<file path="config.mk">
export PLATFORM = sky130hd
export DESIGN_NAME = sertx_framer
export DESIGN_NICKNAME = d
export VERILOG_FILES = /design/src/rtl/sertx_pkg.sv /design/src/rtl/sertx_hold.sv /design/src/rtl/sertx_shift.sv /design/src/rtl/sertx_framer.sv
export SDC_FILE = /design/constraint.sdc
export NUM_CORES = 1
export LEC_CHECK = 0
export CORE_MARGIN = 5
export CORE_UTILIZATION = 56
export CTS_CLUSTER_SIZE = 28
export DETAILED_ROUTE_END_ITERATION = 16
export PLACE_DENSITY_LB_ADDON = 0.3
export SLEW_MARGIN = 20
export SYNTH_ARGS = -nofsm -noshare
export SYNTH_HDL_FRONTEND = slang
export SYNTH_HIERARCHICAL = 1
export SYNTH_SLANG_ARGS = --single-unit
export TNS_END_PERCENT = 1
</file>
<file path="constraint.sdc">
create_clock -name clk -period 3.05 [get_ports clk]
set_input_delay 0.915 -clock clk [delete_from_list [all_inputs] [get_ports clk]]
set_output_delay 0.915 -clock clk [all_outputs]
set_load 0.005 [all_outputs]
</file>
<file path="src/rtl/sertx_pkg.sv">
package sertx_pkg;

    localparam int WORD_MAX = 8;

    typedef struct packed {
        logic [1:0] len_sel;
        logic       stop_long;
        logic       par_on;
        logic       par_even;
        logic       par_stick;
    } fmt_t;

    typedef enum logic [2:0] {
        PH_IDLE,
        PH_START,
        PH_DATA,
        PH_PAR,
        PH_STOP
    } phase_t;

    function automatic fmt_t decode_fmt(input logic [7:0] c);
        fmt_t f;
        f.len_sel   = c[1:0];
        f.stop_long = c[2];
        f.par_on    = c[3];
        f.par_even  = c[4];
        f.par_stick = c[5];
        return f;
    endfunction

    function automatic logic [3:0] word_bits(input logic [1:0] sel);
        return 4'd5 + {2'b00, sel};
    endfunction

    function automatic logic parity_of(input fmt_t f, input logic [7:0] d);
        logic acc;
        acc = 1'b0;
        for (int i = 0; i < WORD_MAX; i++) begin
            if (i < int'(word_bits(f.len_sel))) acc = acc ^ d[i];
        end
        if (f.par_stick) return ~f.par_even;
        return f.par_even ? acc : ~acc;
    endfunction

    function automatic int unsigned stop_ticks(input fmt_t f, input int unsigned tpb);
        if (!f.stop_long)        return tpb;
        if (f.len_sel == 2'b00)  return tpb + tpb / 2;
        return 2 * tpb;
    endfunction

endpackage

</file>
<file path="src/rtl/sertx_hold.sv">
module sertx_hold (
    input  logic       clk,
    input  logic       rst,
    input  logic       in_valid,
    input  logic [7:0] in_data,
    output logic       in_ready,
    input  logic       take,
    output logic       hold_full,
    output logic [7:0] hold_data
);

    assign in_ready = !hold_full;

    always_ff @(posedge clk) begin
        if (rst) begin
            hold_full <= 1'b0;
            hold_data <= '0;
        end else if (in_valid && in_ready) begin
            hold_full <= 1'b1;
            hold_data <= in_data;
        end else if (take) begin
            hold_full <= 1'b0;
        end
    end

    // a held byte stays put until the shift engine takes it
    a_r7_hold_kept: assert property (@(posedge clk) disable iff (rst)
        (hold_full && !take) |=> (hold_full && $stable(hold_data)));

    // an accepted byte fills the holding register
    a_r7_accept_fills: assert property (@(posedge clk) disable iff (rst)
        (in_valid && in_ready) |=> hold_full);

endmodule

</file>
<file path="src/rtl/sertx_shift.sv">
module sertx_shift
    import sertx_pkg::*;
#(
    parameter int TICKS_PER_BIT = 16
) (
    input  logic       clk,
    input  logic       rst,
    input  logic       tick,
    input  fmt_t       fmt_in,
    input  logic       hold_full,
    input  logic [7:0] hold_data,
    output logic       take,
    output logic       line,
    output logic       busy
);

    localparam int LIM_W = $clog2(2 * TICKS_PER_BIT + 1);
    localparam logic [LIM_W-1:0] BIT_LIM = LIM_W'(TICKS_PER_BIT);

    phase_t           ph;
    logic [LIM_W-1:0] tcnt;
    logic [LIM_W-1:0] stop_lim;
    logic [LIM_W-1:0] bit_lim;
    logic [2:0]       idx;
    logic [3:0]       nbits;
    logic [7:0]       sh;
    logic             par_q;
    logic             par_on_q;
    logic             bit_end;
    logic             last_data;

    assign take      = (ph == PH_IDLE) && hold_full;
    assign busy      = (ph != PH_IDLE);
    assign bit_lim   = (ph == PH_STOP) ? stop_lim : BIT_LIM;
    assign bit_end   = tick && (tcnt == bit_lim - 1'b1);
    assign last_data = ({1'b0, idx} == nbits - 4'd1);

    always_ff @(posedge clk) begin
        if (rst) begin
            ph       <= PH_IDLE;
            tcnt     <= '0;
            stop_lim <= BIT_LIM;
            idx      <= '0;
            nbits    <= 4'd5;
            sh       <= '0;
            par_q    <= 1'b0;
            par_on_q <= 1'b0;
        end else if (ph == PH_IDLE) begin
            if (take) begin
                ph       <= PH_START;
                tcnt     <= '0;
                idx      <= '0;
                sh       <= hold_data;
                nbits    <= word_bits(fmt_in.len_sel);
                par_q    <= parity_of(fmt_in, hold_data);
                par_on_q <= fmt_in.par_on;
                stop_lim <= LIM_W'(stop_ticks(fmt_in, TICKS_PER_BIT));
            end
        end else if (tick) begin
            if (bit_end) begin
                tcnt <= '0;
                unique case (ph)
                    PH_START: ph <= PH_DATA;
                    PH_DATA: begin
                        sh  <= sh >> 1;
                        idx <= idx + 3'd1;
                        if (last_data) ph <= par_on_q ? PH_PAR : PH_STOP;
                    end
                    PH_PAR:  ph <= PH_STOP;
                    default: ph <= PH_IDLE;
                endcase
            end else begin
                tcnt <= tcnt + 1'b1;
            end
        end
    end

    always_comb begin
        unique case (ph)
            PH_START: line = 1'b0;
            PH_DATA:  line = sh[0];
            PH_PAR:   line = par_q;
            default:  line = 1'b1;
        endcase
    end

    // a frame in progress only advances on a tick
    a_r6_wait_for_tick: assert property (@(posedge clk) disable iff (rst)
        (busy && !tick) |=> ($stable(ph) && $stable(tcnt)));

    // the data index never runs past the sampled word length
    a_r1_index_bound: assert property (@(posedge clk) disable iff (rst)
        (ph == PH_DATA) |-> ({1'b0, idx} < nbits));

    // the stop period lasts no longer than two bit times
    a_r2_stop_bound: assert property (@(posedge clk) disable iff (rst)
        (ph == PH_STOP) |-> (tcnt < LIM_W'(2 * TICKS_PER_BIT)));

endmodule

</file>
<file path="src/rtl/sertx_framer.sv">
module sertx_framer
    import sertx_pkg::*;
#(
    parameter int TICKS_PER_BIT = 16
) (
    input  logic       clk,
    input  logic       rst,
    input  logic       tick,
    input  logic [7:0] ctrl,
    input  logic       in_valid,
    input  logic [7:0] in_data,
    output logic       in_ready,
    output logic       txd,
    output logic       hold_empty,
    output logic       tx_empty
);

    logic       hold_full;
    logic [7:0] hold_data;
    logic       take;
    logic       line;
    logic       busy;
    fmt_t       fmt_now;

    assign fmt_now = decode_fmt(ctrl);

    sertx_hold u_hold (
        .clk       (clk),
        .rst       (rst),
        .in_valid  (in_valid),
        .in_data   (in_data),
        .in_ready  (in_ready),
        .take      (take),
        .hold_full (hold_full),
        .hold_data (hold_data)
    );

    sertx_shift #(
        .TICKS_PER_BIT (TICKS_PER_BIT)
    ) u_shift (
        .clk       (clk),
        .rst       (rst),
        .tick      (tick),
        .fmt_in    (fmt_now),
        .hold_full (hold_full),
        .hold_data (hold_data),
        .take      (take),
        .line      (line),
        .busy      (busy)
    );

    assign txd        = ctrl[6] ? 1'b0 : line;
    assign hold_empty = !hold_full;
    assign tx_empty   = !hold_full && !busy;

    // break holds the line low
    a_r5_break_low: assert property (@(posedge clk) disable iff (rst)
        ctrl[6] |-> !txd);

    // an idle transmitter leaves the line high unless break is set
    a_r8_idle_high: assert property (@(posedge clk) disable iff (rst)
        (tx_empty && !ctrl[6]) |-> txd);

    // an empty transmitter implies an empty holding register
    a_r8_empty_hold: assert property (@(posedge clk) disable iff (rst)
        tx_empty |-> (hold_empty && in_ready));

endmodule

</file>
# --- After elaboration in Yosys (flattened, before gate mapping) ---
# Cells that the tools add are included.
# W data, S select, Z words.
word_totals:
  register_bits: 41
  input_bits: 20
  output_inout_bits: 4
  elab_cells: 135
classes:
  addsub: 5
  order_cmp: 8
  eq_ne: 8
  n_mux: 78
  bitwise_logic: 9
  n_reduce_logical: 17
ops:
  columns: ["cell", "count"]
  rows:
  - ["$mux W1", 51]
  - ["$mux W6", 7]
  - ["$mux W8", 5]
  - ["$mux W3", 11]
  - ["$lt A3 B4 Y1 const A", 4]
  - ["$mux W5", 2]
  - ["$pmux W3 S3", 1]
  - ["$lt A1 B4 Y1 const A", 2]
  - ["$lt A2 B4 Y1 const A", 2]
  - ["$reduce_and A4 Y1", 2]
  - ["$reduce_bool A2 Y1", 4]
  - ["$xor A1 B1 Y1", 7]
  - ["$add A6 B1 Y6 const B", 1]
  - ["$eq A3 B2 Y1 const B", 2]
  - ["$eq A6 B6 Y1", 1]
  - ["$sub A6 B1 Y6 const B", 1]
  - ["$add A3 B2 Y4 const A", 1]
  - ["$eq A3 B4 Y1", 1]
  - ["$logic_and A1 B1 Y1", 4]
  - ["$reduce_and A2 Y1", 2]
  - ["$sub A4 B1 Y4 const B", 1]
  - ["$add A3 B1 Y3 const B", 1]
  - ["$eq A3 B1 Y1 const B", 1]
  - ["$eq A3 B3 Y1 const B", 1]
  - ["8 further kinds", 10]

# --- Depth between registers and ports, before layout ---
# Gate-level depths: netlist of run 1.
logic_depth:
  word_depth: 44
  mapped_depth: 10
  depth_no_buf: 8

# --- Cells and area by module ---
# The synthesis of run 1 kept the hierarchy.
modules_own_cells:
  columns: ["module", "instances", "cells_each", "area_per_inst_um2", "seq_area_each_um2"]
  rows:
  - ["sertx_shift", 1, 188, 1661.6, 580.6]
  - ["sertx_hold", 1, 39, 430.4, 180.2]
  - ["sertx_framer", 1, 3, 21.3, 0.0]

# --- Worst setup path before layout of run 1 ---
# No wires, ideal clock.
synth_path:
  kind: "reg2reg"
  startpoint: "register u_shift.ph[1]"
  endpoint: "register u_shift.idx[2]"
  setup_ns: 0.086
  t_arrival_ns: 2.395
  t_required_ns: 2.964
  path_slack_ns: 0.569
  stages_incl_launch_ff: 10
  n_path_buf: 2
  synth_period_minus_slack_ns: 2.481
  path_cell_list: "dfxtp_1 buf_6 clkbuf_1 nor4_1 ha_1 xor2_1 nand4_1 o31a_1 or3_1 a211oi_1"
synth_between:
  elab_chain_len: 7
  elab_cells_between_ends: 14
  classes_between: "add/sub: 1; eq/ne: 4; mux: 2; reduce/logical: 7"
synth_lines:
  columns: ["element", "line_no", "source"]
  rows:
  - ["start: declaration", "sertx_shift.sv:20", "phase_t ph;"]
  - ["start signal: assignment", "sertx_shift.sv:67", "if (last_data) ph <= par_on_q ? PH_PAR : PH_STOP;"]
  - ["$eq A3 B3 Y1", "sertx_shift.sv:34", "assign bit_lim = (ph == PH_STOP) ? stop_lim : BIT_LIM;"]
  - ["$mux W6", "sertx_shift.sv:34", null]
  - ["$sub A6 B1 Y6", "sertx_shift.sv:35", "assign bit_end = tick && (tcnt == bit_lim - 1'b1);"]
  - ["$eq A6 B6 Y1", "sertx_shift.sv:35", null]
  - ["$logic_and A1 B1 Y1", "sertx_shift.sv:35", null]
  - ["$reduce_bool A2 Y1 (no line)", null, null]
  - ["$reduce_and A4 Y1 (no line)", null, null]
  - ["end signal: assignment", "sertx_shift.sv:66", "idx <= idx + 3'd1;"]
  - ["end: declaration", "sertx_shift.sv:24", "logic [2:0] idx;"]
# Parallel ways exist; a longest one is shown, timed or not.
# A chain may end at the register's enable or synchronous reset.

# --- Final worst setup path of run 1 ---
layout_path:
  startpoint: "input ctrl[6]"
  endpoint: "output txd"
layout_between:
  elab_chain_len: 1
layout_lines:
  columns: ["element", "line_no", "source"]
  rows:
  - ["start: declaration", "sertx_framer.sv:9", "input logic [7:0] ctrl,"]
  - ["$mux W1", "sertx_framer.sv:52", "assign txd = ctrl[6] ? 1'b0 : line;"]
  - ["end: declaration", "sertx_framer.sv:13", "output logic txd,"]
# No other way between the ends.

==> results.txt, run 1 <==
initial antenna violation count: 0
drt wl/cell: 14.9 um
Placed Area: 2390 sq um
Die W: 71.4 um
critical path class: in -> out
Avg Cell Area, Syn: 9.19 sq um
reg2reg end: u_shift/idx[2]
Post-synth EDFFs: 0
ANT cells: 0
Max Slew Vio Count: 0
Antenna Nets Post-Route: 0
die height: 71.4 um
DR vias/cell: 5.91
dominant combinational cell family by area after synthesis: simple AND/OR/NAND/NOR gates
cell count of the worst hold path: 2
largest net degree at the start of global routing: 18
R2R cell count: 8
Num CTS Buffers: 5
Worst-Margin Slew: 0.479 ns
CP peak stage delay: 0.50 ns
post-cts hold buffer count: 0
Clk Latency, worst-skew pair: 0.29 ns
FMAX: 348 MHz
fin cells: 305
FF/Latch Area: 761 sq um
htree depth: 2
1st-pass router iterations: 4
Hold Path Class: reg -> reg
max-cap violations: 0
WHS Endpoint: u_shift/sh[7]
register area share after synthesis: 36.0%
status: completed
layout net count: 283
vias in the first global route: 1725
Slowest-stage cell, CP: clkdlybuf4s50_1
synthesis-to-layout area growth: 17.6%
cell count after synthesis: 230
r2r startpoint: u_shift/ph[2]
Post-DP HPWL: 3270 um
CTS tree: yes
Max Fanout on Critical Path: 1
CP required: 2.13 ns
CP endpoint kind: primary output
Starting Density: 57.7%
Synth warnings: 6
Top delay family on crit path: buffers and inverters
Leakage: 0.000926 uW
# Post-CTS Setup Buffers: 0
worst path cell trace: clkdlybuf4s50_1 > nor2b_4 > clkdlybuf4s50_1
Root Driver: clkbuf_8
post-cts sizing count: 0
kind of start point of the critical path: input port
Final Hold Viols: 0
PD cells: 497 nW/um^2
min cycle time layout: 2.88 ns
post-synthesis register bit count: 38
RSZ-0062 raised after global routing: no
fin crit share: 94.3%
# clock sinks: 38
core area: 3660 sq um
Post-Synth XOR/XNOR Area: 7.70%
num rows: 22
FILL cells: 315
grt total ovfl: 0
clock buffer depth: 2
final design area excluding fillers: 2490 sq um
Primary FF master, synth: dfxtp_1
num ports: 24
Total GRT Usage: 19.1%
Cells after DPL: 297
Synth Area in Adders: 4.14%
first-pass GRT wire length: 7800 um
IO buf count: 22
Multi-input gate area: 1240 sq um
Synth Area in Compound Gates: 20.8%
Rel. slew slack: 67.8%
unique cell type count in the Yosys netlist: 52
Critical Path Most Common Cell: clkdlybuf4s50_1
final RePlAce weighted congestion: 0.799
cell area after synthesis: 2110 sq um
final WL: 4540 um
fraction of layout instances using a drive strength above 1: 12.1%
DIE AREA: 5100 sq um
DRC: 0
mux contribution to synthesized area: 3.79%
Synth Area in Simple Gates: 22.1%
Final setup viols: 0
clock transition at the registers of the reported paths: 0.07 ns
arrival time worst endpoint: 1.96 ns
HP Start: u_hold/hold_data[7]
Max VDD drop: 0.256 mV
Post-Route Skew: 0.00475 ns
DR iter-0 viols: 113
ys async rst share: 0%
vias: 1803
Worst Path Buf+Inv: 2
worst reg2reg setup slack: 0.40 ns
Mapped Nets: 257
setup TNS: 0 ns
==> cells in the final DEF (no fill, tap or decap), drive strengths merged, types with 8 or more instances in the layout <==
cell	synthesis	routed
buf	5	9
dfxtp	38	38
nor2	14	14
nand4bb	8	8
o21ai	19	19
clkdlybuf4s50	0	22
a21oi	19	19
nand2	10	10
xnor2	10	10
nand2b	9	9
inv	12	12
mux2i	8	8
==> worst reg2reg max path: stages, from the launching register on <==
cell and delay [ns]:
dfxtp_1 0.55, and4bb_2 0.30, inv_1 0.05, ha_1 0.30, xor2_1 0.14, nand4_1 0.25, o31a_1 0.41, or3_1 0.36
a211oi_1 0.22
==> worst max path at each step <==
| stage | startpoint | end | slack (ns) | cells past startpoint |
|---|---|---|---|---|
| 6_report | ctrl[6] | txd | 0.17 | 3 |
| 5_1_grt | ctrl[6] | txd | 0.13 | 3 |
| 4_1_cts | ctrl[6] | txd | 0.17 | 3 |
| 3_5_place_dp | ctrl[0] | u_shift/par_q | 0.16 | 8 |
| 3_3_place_gp | ctrl[6] | txd | 0.17 | 3 |
| 2_1_floorplan | u_shift/ph[1] | u_shift/idx[2] | 0.57 | 9 |
==> stage by stage <==
| stage | setup WS (ns) | hold slack, ns | utilization (%) | total power (uW) |
|---|---|---|---|---|
| 2_1_floorplan | 0.569 | 0.427 | - | 783 |
| 3_3_place_gp | 0.172 | 0.444 | 65.4 | 877 |
| 3_5_place_dp | 0.163 | 0.473 | 65.4 | 888 |
| 4_1_cts | 0.166 | 0.483 | 67.9 | 1240 |
| 5_1_grt | 0.127 | 0.493 | 67.9 | 1300 |
| 6_report | 0.173 | 0.483 | 67.9 | 1240 |
==> power by group <==
| part | total, uW | internal [uW] | switching, uW |
|---|---|---|---|
| clock | 355 | 182 | 173 |
| combinational | 305 | 154 | 152 |
| sequential | 576 | 538 | 38.6 |
==> layer usage <==
metal  share of wire (%)  vias to the layer above  global-route usage [%]  wire [um]
met3                 5.9                        9                    5.61        266
met4                 2.2                        0                    8.56        100
met5                   0                        -                       0          0
li1                    -                      890                       -          -
met2                  47                       51                    30.4       2130
met1                  45                      853                    24.0       2040
==> flip-flops by register name, summed over array words and instances, names as in the netlist <==
register          count
u_shift/par_on_q      1
u_shift/idx           3
u_shift/par_q         1
u_shift/nbits         4
u_hold/hold_data      8
u_shift/stop_lim      3
u_shift/sh            8
u_shift/ph            3
u_hold/hold_full      1
u_shift/tcnt          6
==> final cells by class <==
| class | instances | area share [%] |
|---|---|---|
| multi-input cells | 167 | 49.8 |
| well taps | 48 | 2.42 |
| flip-flops and latches | 38 | 30.6 |
| repair buffers | 31 | 11.6 |
| inverters | 13 | 1.96 |
| clock inverters | 1 | 0.201 |
| clock buffers | 7 | 3.47 |
==> synth_stat cells, types with 2 or more instances <==
cell type,n,area [sq um]
o21bai_1,2,15.0
mux2i_1,8,80.1
inv_1,12,45.0
a311oi_1,7,61.3
ha_1,7,87.6
nand2_1,10,37.5
a21oi_1,19,95.1
nand3_1,4,20.0
o31ai_1,2,15.0
xor2_1,6,52.6
o21ai_0,11,55.1
dfxtp_1,38,761
nand3b_1,2,15.0
a211oi_1,2,15.0
nor3b_1,2,15.0
nand2b_1,9,56.3
nand4bb_1,8,90.1
clkbuf_1,7,26.3
buf_2,2,10.0
nor3_1,5,25.0
nor2_1,14,52.6
nand4b_1,2,17.5
or3_1,2,12.5
xnor2_1,10,87.6
o31a_1,2,17.5
nand4_1,3,18.8
o21ai_2,8,70.1
buf_6,2,22.5
==> cells by family after synthesis <==
kind of cell / Yosys count
adder cells (fa/ha/maj): 7
AO/OA/AOI/OAI: 63
AND/OR/NAND/NOR: 72
XOR/XNOR: 17
flip-flops: 38
buffers and inverters: 25
multiplexers: 8
(Power assumes the default switching activity.)
==> inputs of run 2 (changes only) <==
- CELL_PAD_IN_SITES_DETAIL_PLACEMENT: default -> 0
- CELL_PAD_IN_SITES_GLOBAL_PLACEMENT: default -> 1
- CORE_UTILIZATION: 56 -> 43
==> run 2 against run 1 <==
Clock-buffer cell count down 2. Sequential share of layout area down 0.41 points. Non-clock buffer count down 1. Sequential power barely moved. Worst hold slack worse by 0.024 ns. Cell area up 1.4%. Utilization fell by 15 points. Maximum frequency is essentially flat. Routed wire length shrank 1.1%. Critical path depth did not move. Flip-flop and latch count unchanged. Largest cell class unchanged. Highest routed layer unchanged.
==> results.txt, run 2 (synthesis gave the netlist of run 1 again) <==
setup ws final: 0.174 ns (was 0.173 ns)
FMAX: 348 MHz (about the same)
min cycle time layout: 2.88 ns (about the same)
Num CTS Buffers: 5 (unchanged)
Max Slew Vio Count: 0 (unchanged)
Max VDD drop: 0.236 mV (was 0.256 mV)
# clock sinks: 38 (unchanged)
initial antenna violation count: 0 (unchanged)
final RePlAce weighted congestion: 0.758 (was 0.799)
first-pass GRT wire length: 7670 um (was 7800 um)
clock buffer depth: 2 (unchanged)
fin crit share: 94.3% (about the same)
Cells after DPL: 315 (was 297)
DR iter-0 viols: 78 (was 113)
vias in the first global route: 1630 (was 1725)
fin cells: 323 (was 305)
Root Driver: clkbuf_8 (unchanged)
CP endpoint kind: primary output (unchanged)
most frequent cells in the layout: dfxtp_1 (38), clkdlybuf4s50_1 (22), a21oi_1 (19) (unchanged)
ANT cells: 0 (unchanged)
largest registers: u_hold/hold_data: 8 flops, u_shift/sh: 8 flops, u_shift/tcnt: 6 flops (unchanged)
Final Hold Viols: 0 (unchanged)
htree depth: 2 (unchanged)
synthesis-to-layout area growth: 19.2% (was 17.6%)
CTS tree: yes (unchanged)
RSZ-0062 raised after global routing: no (unchanged)
# Post-CTS Setup Buffers: 0 (unchanged)
WL met3: 214 um (was 266 um)
Total GRT Usage: 15.1% (was 19.1%)
Antenna Nets Post-Route: 0 (unchanged)
PD cells: 512 nW/um^2 (was 497 nW/um^2)
Hold Path Class: reg -> reg (unchanged)
CP required: 2.13 ns (about the same)
Max Fanout on Critical Path: 1 (unchanged)
Starting Density: 44.4% (was 57.7%)
setup TNS: 0 ns (unchanged)
vias: 1723 (was 1803)
die height: 80.1 um (was 71.4 um)
status: completed (unchanged)
DR vias/cell: 5.33 (was 5.91)
Die W: 80.1 um (was 71.4 um)
Rel. slew slack: 60.5% (was 67.8%)
DIE AREA: 6420 sq um (was 5100 sq um)
wire length on met1: 2260 um (was 2040 um)
max-cap violations: 0 (unchanged)
num ports: 24 (unchanged)
IO buf count: 22 (unchanged)
DRC: 0 (unchanged)
drt wl/cell: 13.9 um (was 14.9 um)
core area: 4750 sq um (was 3660 sq um)
clock transition at the registers of the reported paths: 0.08 ns (was 0.07 ns)
Leakage: 0.000930 uW (was 0.000926 uW)
fraction of layout instances using a drive strength above 1: 12.1% (about the same)
layout net count: 282 (was 283)
pre-CTS setup slack: 0.168 ns (was 0.163 ns)
1st-pass router iterations: 4 (unchanged)
post-cts hold buffer count: 0 (unchanged)
Met2 Routed Length: 1960 um (was 2130 um)
grt total ovfl: 0 (unchanged)
num rows: 25 (was 22)
most common cell after layout, fill and taps aside: dfxtp_1 (unchanged)
Power Total: 1290 uW (was 1240 uW)
Worst-Margin Slew: 0.591 ns (was 0.479 ns)
final WL: 4490 um (was 4540 um)
Hold Slack: 0.459 ns (was 0.483 ns)
Post-Route Skew: 0.00913 ns (was 0.00475 ns)
Clk Latency, worst-skew pair: 0.29 ns (about the same)
Final setup viols: 0 (unchanged)
kind of start point of the critical path: input port (unchanged)
post-cts sizing count: 0 (unchanged)
arrival time worst endpoint: 1.96 ns (about the same)
uppermost layer routed: met4 (unchanged)
Post-DP HPWL: 3250 um (was 3270 um)
largest net degree at the start of global routing: 18 (unchanged)
critical path class: in -> out (unchanged)
-- run 2: changes by cell type in the layout (fill, tap and decap cells not counted), sizes merged --
cell and delta:
buf -1, bufinv +1, clkbuf -2, clkinv +1
-- run 2: final timing paths --
kind              slack, ns  cells after the start           startpoint                   to
setup reg to reg       0.34                      8        u_shift/ph[2]       u_shift/idx[2]
hold reg to reg        0.46                      2  u_shift/stop_lim[3]  u_shift/stop_lim[3]
hold / removal         0.46                      2  u_shift/stop_lim[3]  u_shift/stop_lim[3]
setup / recovery       0.17                      3              ctrl[6]                  txd
-- run 2: cell type report --
class                      instances  area (sq um)
timing repair buffer              30           280
clock inverter                     3          40.0
inverter                          13          48.8
tap                               67          83.8
sequential                        38           761
fill                             450          2230
multi-input combinational        167          1240
clock buffer                       5          68.8
-- run 2: per-layer routing --
metal | global-route usage (%) | vias to the layer above
met5 | 0 | -
met1 | 21.0 | 800
met3 | 3.81 | 6
li1 | - | 883
met2 | 22.7 | 34
met4 | 5.07 | 0
-- run 2: metrics by stage --
stage               util, %  cell area [sq um]
floorplan                 -               2110
global route           53.0               2520
CTS                    53.0               2520
finish                 53.0               2520
detailed placement     50.7               2410
global placement       50.7               2410
-- run 2: report_power, final --
part	internal (uW)	switching, uW
logic	152	145
clock network	241	176
registers	537	37.4
total	930	359
-- run 2: critical path, stage by stage --
cell             delay [ns]
clkdlybuf4s50_1        0.44
nor2b_4                0.11
clkdlybuf4s50_1        0.50
